$ cat config.mk
export PLATFORM = sky130hd
export DESIGN_NAME = pwm_irq_hub
export DESIGN_NICKNAME = d
export VERILOG_FILES = /design/src/rtl/pwm_irq_pkg.sv /design/src/rtl/pwm_evt_detect.sv /design/src/rtl/pwm_flag_bank.sv /design/src/rtl/pwm_irq_hub.sv
export SDC_FILE = /design/constraint.sdc
export NUM_CORES = 1
export LEC_CHECK = 0
export ABC_AREA = 1
export CAP_MARGIN = 20
export CORE_AREA = 2 2 180 182
export DETAILED_ROUTE_END_ITERATION = 8
export DIE_AREA = 0 0 182 184
export DONT_BUFFER_PORTS = 1
export GPL_TIMING_DRIVEN = 0
export SKIP_LAST_GASP = 1
export SYNTH_ARGS = -nofsm -noshare
export SYNTH_HDL_FRONTEND = slang
export SYNTH_HIERARCHICAL = 1
export SYNTH_SLANG_ARGS = --single-unit
$ cat constraint.sdc
create_clock -name clk -period 3 [get_ports clk]
set_clock_uncertainty 0.1 [all_clocks]
set_input_delay 0.6 -clock clk [delete_from_list [all_inputs] [get_ports clk]]
set_output_delay 0.6 -clock clk [all_outputs]
set_load 0.02 [all_outputs]
$ cat src/rtl/pwm_irq_pkg.sv
package pwm_irq_pkg;

   localparam int STAT_W = 32;
   localparam int CAP_W  = 16;
   localparam int LANE_W = 8;

   typedef enum logic [1:0] {
      EV_ZERO   = 2'd0,
      EV_PERIOD = 2'd1,
      EV_CMP_UP = 2'd2,
      EV_CMP_DN = 2'd3
   } evt_kind_e;

   localparam int NUM_KINDS = 4;

   function automatic logic [STAT_W-1:0] lane_mask(input int nch, input int lanes);
      logic [STAT_W-1:0] m;
      m = '0;
      for (int k = 0; k < lanes; k++) begin
         for (int n = 0; n < nch; n++) begin
            m[k*LANE_W + n] = 1'b1;
         end
      end
      return m;
   endfunction

endpackage

$ cat src/rtl/pwm_evt_detect.sv
module pwm_evt_detect
   import pwm_irq_pkg::*;
#(
   parameter int CW = 16
) (
   input  logic                 clk,
   input  logic                 rst_n,
   input  logic [CW-1:0]        cnt,
   input  logic                 dir_up,
   input  logic [CW-1:0]        per,
   input  logic [CW-1:0]        cmp,
   output logic [NUM_KINDS-1:0] evt
);

   initial begin
      assert (CW >= 2) else $error("pwm_evt_detect: CW must be at least 2");
   end

   logic [NUM_KINDS-1:0] cond;
   logic [NUM_KINDS-1:0] prev_q;
   logic                 at_cmp;

   assign at_cmp = (cnt == cmp);

   always_comb begin
      cond            = '0;
      cond[EV_ZERO]   = (cnt == '0);
      cond[EV_PERIOD] = (cnt == per);
      cond[EV_CMP_UP] = at_cmp &  dir_up;
      cond[EV_CMP_DN] = at_cmp & ~dir_up;
   end

   always_ff @(posedge clk) begin
      if (!rst_n) prev_q <= '0;
      else        prev_q <= cond;
   end

   assign evt = cond & ~prev_q;


   once_per_arrival_chk: assert property (@(posedge clk) disable iff (!rst_n)
      (evt != '0) |=> ((evt & $past(evt)) == '0));


   dir_steer_chk: assert property (@(posedge clk) disable iff (!rst_n)
      !(evt[EV_CMP_UP] && evt[EV_CMP_DN]));

endmodule

$ cat src/rtl/pwm_flag_bank.sv
module pwm_flag_bank #(
   parameter int         W     = 32,
   parameter logic [W-1:0] VALID = '1
) (
   input  logic         clk,
   input  logic         rst_n,
   input  logic [W-1:0] set_i,
   input  logic         clr_we,
   input  logic [W-1:0] clr_data,
   output logic [W-1:0] flags_o
);

   initial begin
      assert (W >= 1) else $error("pwm_flag_bank: W must be positive");
   end

   logic [W-1:0] flags_q;
   logic [W-1:0] clr_mask;

   assign clr_mask = clr_we ? clr_data : '0;

   always_ff @(posedge clk) begin
      if (!rst_n) flags_q <= '0;
      else        flags_q <= ((flags_q & ~clr_mask) | set_i) & VALID;
   end

   assign flags_o = flags_q;


   sticky_hold_chk: assert property (@(posedge clk) disable iff (!rst_n)
      !clr_we |=> (($past(flags_q) & ~flags_q) == '0));


   set_wins_chk: assert property (@(posedge clk) disable iff (!rst_n)
      ((set_i & VALID) != '0) |=> ((flags_q & $past(set_i & VALID)) == $past(set_i & VALID)));


   unused_zero_chk: assert property (@(posedge clk) disable iff (!rst_n)
      (flags_q & ~VALID) == '0);

endmodule

$ cat src/rtl/pwm_irq_hub.sv
module pwm_irq_hub
   import pwm_irq_pkg::*;
#(
   parameter int NCH = 6,
   parameter int CW  = 16
) (
   input  logic              clk,
   input  logic              rst_n,
   input  logic [NCH*CW-1:0] cnt_val,
   input  logic [NCH-1:0]    cnt_up,
   input  logic [NCH*CW-1:0] per_val,
   input  logic [NCH*CW-1:0] cmp_val,
   input  logic [NCH-1:0]    cap_rise,
   input  logic [NCH-1:0]    cap_fall,
   input  logic              brk_req,
   input  logic              stat_clr_we,
   input  logic [STAT_W-1:0] stat_clr_data,
   input  logic              cap_clr_we,
   input  logic [CAP_W-1:0]  cap_clr_data,
   input  logic              stat_en_we,
   input  logic [STAT_W-1:0] stat_en_data,
   input  logic              cap_en_we,
   input  logic [CAP_W-1:0]  cap_en_data,
   output logic [STAT_W-1:0] stat_rd,
   output logic [CAP_W-1:0]  cap_rd,
   output logic              pwm_irq,
   output logic              brk_irq
);

   localparam logic [STAT_W-1:0] STAT_VALID = lane_mask(NCH, NUM_KINDS);
   localparam logic [STAT_W-1:0] CAP_VALID_W = lane_mask(NCH, 2);
   localparam logic [CAP_W-1:0]  CAP_VALID  = CAP_VALID_W[CAP_W-1:0];

   initial begin
      assert (NCH >= 1 && NCH <= LANE_W) else $error("pwm_irq_hub: NCH must be 1..8");
      assert (CW >= 2) else $error("pwm_irq_hub: CW must be at least 2");
   end

   logic [STAT_W-1:0] stat_set;
   logic [CAP_W-1:0]  cap_set;
   logic [STAT_W-1:0] stat_flags;
   logic [CAP_W-1:0]  cap_flags;
   logic [STAT_W-1:0] stat_en_q;
   logic [CAP_W-1:0]  cap_en_q;
   logic              irq_q;
   logic              brk_q;

   generate
      for (genvar n = 0; n < NCH; n++) begin : g_ch
         logic [NUM_KINDS-1:0] ch_evt;

         pwm_evt_detect #(.CW(CW)) u_det (
            .clk    (clk),
            .rst_n  (rst_n),
            .cnt    (cnt_val[n*CW +: CW]),
            .dir_up (cnt_up[n]),
            .per    (per_val[n*CW +: CW]),
            .cmp    (cmp_val[n*CW +: CW]),
            .evt    (ch_evt)
         );

         for (genvar k = 0; k < NUM_KINDS; k++) begin : g_kind
            assign stat_set[k*LANE_W + n] = ch_evt[k];
         end

         assign cap_set[n]          = cap_rise[n];
         assign cap_set[LANE_W + n] = cap_fall[n];
      end

      for (genvar b = 0; b < STAT_W; b++) begin : g_stat_fill
         if (!STAT_VALID[b]) begin : g_zero
            assign stat_set[b] = 1'b0;
         end
      end

      for (genvar b = 0; b < CAP_W; b++) begin : g_cap_fill
         if (!CAP_VALID[b]) begin : g_zero
            assign cap_set[b] = 1'b0;
         end
      end
   endgenerate

   pwm_flag_bank #(.W(STAT_W), .VALID(STAT_VALID)) u_stat (
      .clk      (clk),
      .rst_n    (rst_n),
      .set_i    (stat_set),
      .clr_we   (stat_clr_we),
      .clr_data (stat_clr_data),
      .flags_o  (stat_flags)
   );

   pwm_flag_bank #(.W(CAP_W), .VALID(CAP_VALID)) u_cap (
      .clk      (clk),
      .rst_n    (rst_n),
      .set_i    (cap_set),
      .clr_we   (cap_clr_we),
      .clr_data (cap_clr_data),
      .flags_o  (cap_flags)
   );

   always_ff @(posedge clk) begin
      if (!rst_n) begin
         stat_en_q <= '0;
         cap_en_q  <= '0;
         irq_q     <= 1'b0;
         brk_q     <= 1'b0;
      end else begin
         if (stat_en_we) stat_en_q <= stat_en_data & STAT_VALID;
         if (cap_en_we)  cap_en_q  <= cap_en_data & CAP_VALID;
         irq_q <= (|(stat_flags & stat_en_q)) | (|(cap_flags & cap_en_q));
         brk_q <= brk_req;
      end
   end

   assign stat_rd = stat_flags;
   assign cap_rd  = cap_flags;
   assign pwm_irq = irq_q;
   assign brk_irq = brk_q;


   irq_needs_flag_chk: assert property (@(posedge clk) disable iff (!rst_n)
      pwm_irq |-> ($past(stat_rd) != '0 || $past(cap_rd) != '0));


   brk_follow_chk: assert property (@(posedge clk) disable iff (!rst_n)
      $past(rst_n) |-> (brk_irq == $past(brk_req)));

endmodule

==> metrics.yaml, run 1 <==
sta:
  fin_crit_sh_pct: 56.5
  finalSetupViolCount: 0
  worstMarginPinSlew_ps: 504
  max_freq_mhz: 590
  max-slew-margin-rel_pct: 66.3
  rsz0062_at_grt: "false"
  drv_slew: 0
  period_minus_slack_ps: 1690
  worst_hold_slack_ps: 239
  hold_viol: 0
  setup-tns-final_ps: 0
clock_tree:
  insertion_delay_ps: 350
  cts_setup_buffers: 0
  cts_max_level: 3
  clock-sinks: 98
  numCtsBuffers: 9
  cts_tree: "built"
  cts-root-buf: "clkbuf_16"
  cts_max_path_buffers: 2
  clk_pin_slew_ps: 80
  ctsHoldBuffers: 0
  ctsResizeCount: 0
min_path:
  min_path_type: "in2reg"
  hold_depth: 2
placement:
  placed_cells: 1704
  gp_congestion: 0.881
  placed_cell_area_sq_um: 7890
  port_buffers: 0
  hpwlAfterDp_mm: 21.8
layout:
  multi_input_area_sq_um: 4340
  nNetsFinal: 1722
  synthToLayoutAreaGrowth_pct: 11.5
  fin_cells: 1721
  fill_cells: 3592
  final_area_sq_um: 8200
  drive_above_1_share_pct: 13.2
  regArea_sq_um: 1960
floorplan:
  die_y_um: 184
  initial_core_util_pct: 23.4
  core_region_area_sq_um: 31400
  io_pins: 459
  die_x_um: 182
  rows: 65
  die_area_sq_um: 33500
global_route:
  grt_first_pass_wirelength_mm: 37.1
  grt_pass1_vias: 7106
  grt_max_degree: 21
  grt-ovfl-total: 0
  antenna_found_initial: 1
  track_usage_pct: 14.6
critical_path:
  path_max_fanout: 3
  cp.arrival_ps: 990
  critPathRequiredTime_ps: 2300
  crit_type: "reg2out"
  start_kind: "flop"
  path_depth: 0
  r2r_cells: 8
  cp-end-kind: "output port"
detailed_routing:
  ant_nets: 0
  routed_wl_mm: 25.4
  wl_per_cell_um: 14.8
  drc: 0
  vias: 7328
  vias_per_cell: 4.26
  first_pass_iters: 5
  drtIter0Drc: 268
pwr:
  leakagePower_nw: 4.28
  p_per_area_nw_per_um2: 381
  vdd_drop_max_mv: 0.245
outcome:
  status: "finished, final reports clean"
job:
  maxCapViolCount: 0
logic_synthesis:
  synth_area_sq_um: 7350
  yosysWarnings: 6
  avgSynthCellArea_sq_um: 5.69
  syn_inst: 1292
==> worst register-to-register path: stages, from the launching register on <==
cell and delay, ps:
dfxtp_1 420, nand2_1 180, nand2_1 60, nor2_1 140, nand2_1 90, nor2_1 180
nand3_1 90, nand2_1 70, inv_1 40
==> metrics by stage <==
stage | setup WS [ps] | util (%) | power [W]
3_5_place_dp | 1160 | 25.1 | 0.00197
5_1_grt | 1260 | 26.1 | 0.00334
2_1_floorplan | 1550 | - | 0.00186
3_3_place_gp | 1150 | 25.1 | 0.00195
4_1_cts | 1280 | 26.1 | 0.00319
6_report | 1310 | 26.1 | 0.00312
==> path summary, 6_finish.rpt <==
path                                            from                       endpoint  slack (ps)
setup reg to reg       u_stat/flags_o[13]$_SDFF_PN0_             pwm_irq$_SDFF_PN0_        1540
hold / removal                               brk_req             brk_irq$_SDFF_PN0_         240
setup / recovery       u_stat/flags_o[24]$_SDFF_PN0_                    stat_rd[24]        1310
hold reg to reg   g_ch[1].u_det/prev_q[3]$_SDFF_PN0_  u_stat/flags_o[25]$_SDFF_PN0_         360
==> cell usage in the layout (no fill, tap or decap), drive strengths merged, types with 12 or more instances in the layout <==
cell,count
a21oi,42
buf,26
conb,12
dfxtp,98
inv,238
nand2,449
nand3,19
nand4,21
nor2,261
nor4,12
o21ai,36
xnor2,24
xor2,66
==> per-layer routing <==
layer	up-vias	global-route usage, %	routed length (um)
met4	0	5.03	749
met5	-	0	0
met1	3129	15.6	9860
met3	39	4.68	2280
li1	3840	-	-
met2	320	27.0	12500
==> sequential cells by signal (all words and copies together) (netlist names) <==
signal	flops
cap_en_q	12
u_stat/flags_o	24
pwm_irq	1
g_ch.u_det/prev_q	24
u_cap/flags_o	12
stat_en_q	24
brk_irq	1
==> power breakdown <==
| part | leakage, nW | total (W) | internal [W] | switching (W) |
|---|---|---|---|---|
| combinational | 3.33 | 0.000540 | 0.000239 | 0.000301 |
| sequential | 0.803 | 0.00140 | 0.00135 | 0.0000478 |
| clock | 0.149 | 0.00119 | 0.000595 | 0.000595 |
| total | 4.28 | 0.00312 | 0.00218 | 0.000944 |
==> cell type report <==
type / count / area share [%]
Sequential cell: 98 / 23.9
Clock buffer: 9 / 2.75
Buffer: 28 / 2.56
Multi-Input combinational cell: 942 / 52.9
Antenna cell: 1 / 0.0305
Inverter: 234 / 10.7
Tap cell: 402 / 6.14
Clock inverter: 7 / 0.931
(Power assumes the default switching activity.)
==> run 2: changes to the inputs <==
==> constraint.sdc (replaced) <==
create_clock -name clk -period 1.4 [get_ports clk]
set_clock_uncertainty 0.1 [all_clocks]
set_input_delay 0.28 -clock clk [delete_from_list [all_inputs] [get_ports clk]]
set_output_delay 0.28 -clock clk [all_outputs]
set_load 0.02 [all_outputs]
==> run 2 against run 1 <==
Global-route usage increased by 0.65 points. Critical endpoint is now stat_en_q[3]$_SDFFE_PN0P_. Largest power group unchanged. Routed wire length increased by 5.0%. Worst hold slack got worse by 230 ps. Non-clock buffer count increased by 92. First-iteration DRC count increased by 23%. Sequential share of layout area decreased by 2.3 points. Core utilization increased by 3.1 points.
==> metrics.yaml, run 2 (synthesized netlist as in run 1, its figures left out) <==
pwr:
  finalPower_w: 0.00694  # +120%
  combinationalPowerShare_pct: 20.1  # +2.8 points
  clockPowerShare_pct: 36.8  # -1.3 points
  switching_share_pct: 30.2  # about the same
  p_per_area_nw_per_um2: 759  # +99%
  power_frac_seq_pct: 43.1  # -1.5 points
  vdd_drop_max_mv: 0.529  # +120%
  power.switching_w: 0.00210  # +120%
  leakagePower_nw: 4.69  # +9.5%
  p_int_w: 0.00485  # +120%
layout:
  drive_above_1_share_pct: 14.0  # +0.77 points
  n_antenna_cell: 0  # -1
  fill_cells: 3506  # -2.4%
  nNetsFinal: 1814  # +5.3%
  fin_util_pct: 29.2  # +3.1 points
  final_common_cell: "nand2_1"
  fin_cells: 1812  # +5.3%
  multi_input_area_sq_um: 4350  # +0.38%
  final_area_sq_um: 9150  # +12%
  synthToLayoutAreaGrowth_pct: 24.5
  final_cell_mix: "nand2_1, nor2_1, inv_1"
  regArea_sq_um: 1980  # +1.1%
critical_path:
  crit_type: "in2reg"
  cp_slowest_stage_delay_ps: 550
  critPathTopFamily: "buffers and inverters"
  cp_slowest_cell: "dlygate4sd3_1"
  cp_num_buf_inv: 2
  cp.arrival_ps: 1540  # +550 ps
  critPathRequiredTime_ps: 1540  # -760 ps
  worstPathCellList: "dlygate4sd3_1 > nor2_1 > nor2_1 > dlygate4sd3_1"
  cp-end-kind: "flop"
  start_kind: "primary input"
  path_max_fanout: 1  # -2
clock_tree:
  cts-root-buf: "clkbuf_16"
  clk_pin_slew_ps: 80  # about the same
  insertion_delay_ps: 360  # about the same
  clock-sinks: 98  # unchanged
  numCtsBuffers: 9  # unchanged
  cts_setup_buffers: 0  # unchanged
  cts_max_path_buffers: 2  # unchanged
  cts_max_level: 3  # unchanged
  cts_tree: "built"
sta:
  finalSetupViolCount: 0  # unchanged
  period_minus_slack_ps: 1390
  worst_hold_slack_ps: 5.58  # -233 ps
  max_freq_mhz: 718
  hold_viol: 0  # unchanged
  fin_crit_sh_pct: 99.5
  rsz0062_at_grt: "true"
  drv_slew: 0  # unchanged
placement:
  port_buffers: 0  # unchanged
  placed_cell_area_sq_um: 7890  # unchanged
  gp_congestion: 0.881  # unchanged
  hpwlAfterDp_mm: 21.8  # unchanged
  placed_cells: 1704  # unchanged
detailed_routing:
  vias_per_cell: 4.30  # +1.0%
  first_pass_iters: 5  # unchanged
  wl_per_cell_um: 14.7  # -0.24%
  vias: 7796  # +6.4%
  drtIter0Drc: 330  # +23%
  drc: 0  # unchanged
  ant_nets: 0  # unchanged
  routed_wl_mm: 26.7  # +5.0%
floorplan:
  initial_core_util_pct: 23.4  # unchanged
  die_y_um: 184  # unchanged
  io_pins: 459  # unchanged
  core_region_area_sq_um: 31400  # unchanged
  die_x_um: 182  # unchanged
  die_area_sq_um: 33500  # unchanged
  rows: 65  # unchanged
global_route:
  track_usage_pct: 15.2  # +0.65 points
  antenna_found_initial: 1  # unchanged
  grt_max_degree: 21  # unchanged
  grt_first_pass_wirelength_mm: 39.2  # +5.8%
  grt_pass1_vias: 7710  # +8.5%
  grt-ovfl-total: 0  # unchanged
min_path:
  min_path_type: "in2reg"
job:
  maxCapViolCount: 0  # unchanged
outcome:
  status: "finished, final reports clean"
-- run 2: cell count changes in the layout (fill, tap and decap cells not counted), sizes merged --
| cell | delta |
|---|---|
| diode | -1 |
| dlygate4sd3 | +92 |
-- run 2: cell type report --
class	instances	share of cell area (%)
Multi-Input combinational cell	942	47.6
Sequential cell	98	21.7
Timing Repair Buffer	92	10.1
Inverter	234	9.60
Tap cell	402	5.49
Clock buffer	9	2.46
Buffer	28	2.31
Clock inverter	7	0.834
-- run 2: metal layers --
metal,vias to the layer above,wire length (um),global-route usage [%]
met5,-,10,0
met4,2,727,4.90
met3,44,2080,4.18
met2,336,13300,28.7
met1,3394,10600,16.5
li1,4020,-,-
-- run 2: what timing repair did --
| action | 4_1_cts | 5_1_grt |
|---|---|---|
| pin swaps | 1 | 5 |
| endpoints found under the setup margin | 2 | 6 |
| resized for setup | 16 | 9 |
| hold buffers | 95 | 0 |
| hold endpoints to repair | 79 | 0 |
-- run 2: final timing paths --
path | to | from | depth (start not counted) | slack (ps)
worst max-delay path | stat_en_q[3]$_SDFFE_PN0P_ | stat_en_data[3] | 4 | 7
worst min-delay path | stat_en_q[1]$_SDFFE_PN0P_ | stat_en_we | 2 | 6
worst min register to register | u_stat/flags_o[25]$_SDFF_PN0_ | g_ch[1].u_det/prev_q[3]$_SDFF_PN0_ | 3 | 360
worst max register to register | pwm_irq$_SDFF_PN0_ | u_cap/flags_o[2]$_SDFF_PN0_ | 8 | 80
-- run 2: stage by stage --
step	setup slack (ps)	setup TNS, ps
after floorplan	266	0
after global placement	-255	-631
after detailed placement	-239	-656
after CTS	-0.238	-0.238
after global routing	-69.6	-69.6
final	7.03	0
-- run 2: power by group through the flow --
stage          Clock [W]  Combinational, W  Sequential [W]
2_1_floorplan          0          0.000962         0.00303
3_3_place_gp           0           0.00113         0.00305
3_5_place_dp           0           0.00116         0.00306
4_1_cts          0.00268           0.00140         0.00299
5_1_grt          0.00281           0.00159         0.00300
6_report         0.00255           0.00140         0.00299
-- run 2: worst register-to-register path: stages, from the launching register on --
cell and delay [ps]:
dfxtp_1 430, nand2_1 120, nand2_1 50, nor2_1 100, nand2_1 60, nor2_1 180
nand3_1 100, nand2_1 70, inv_1 40
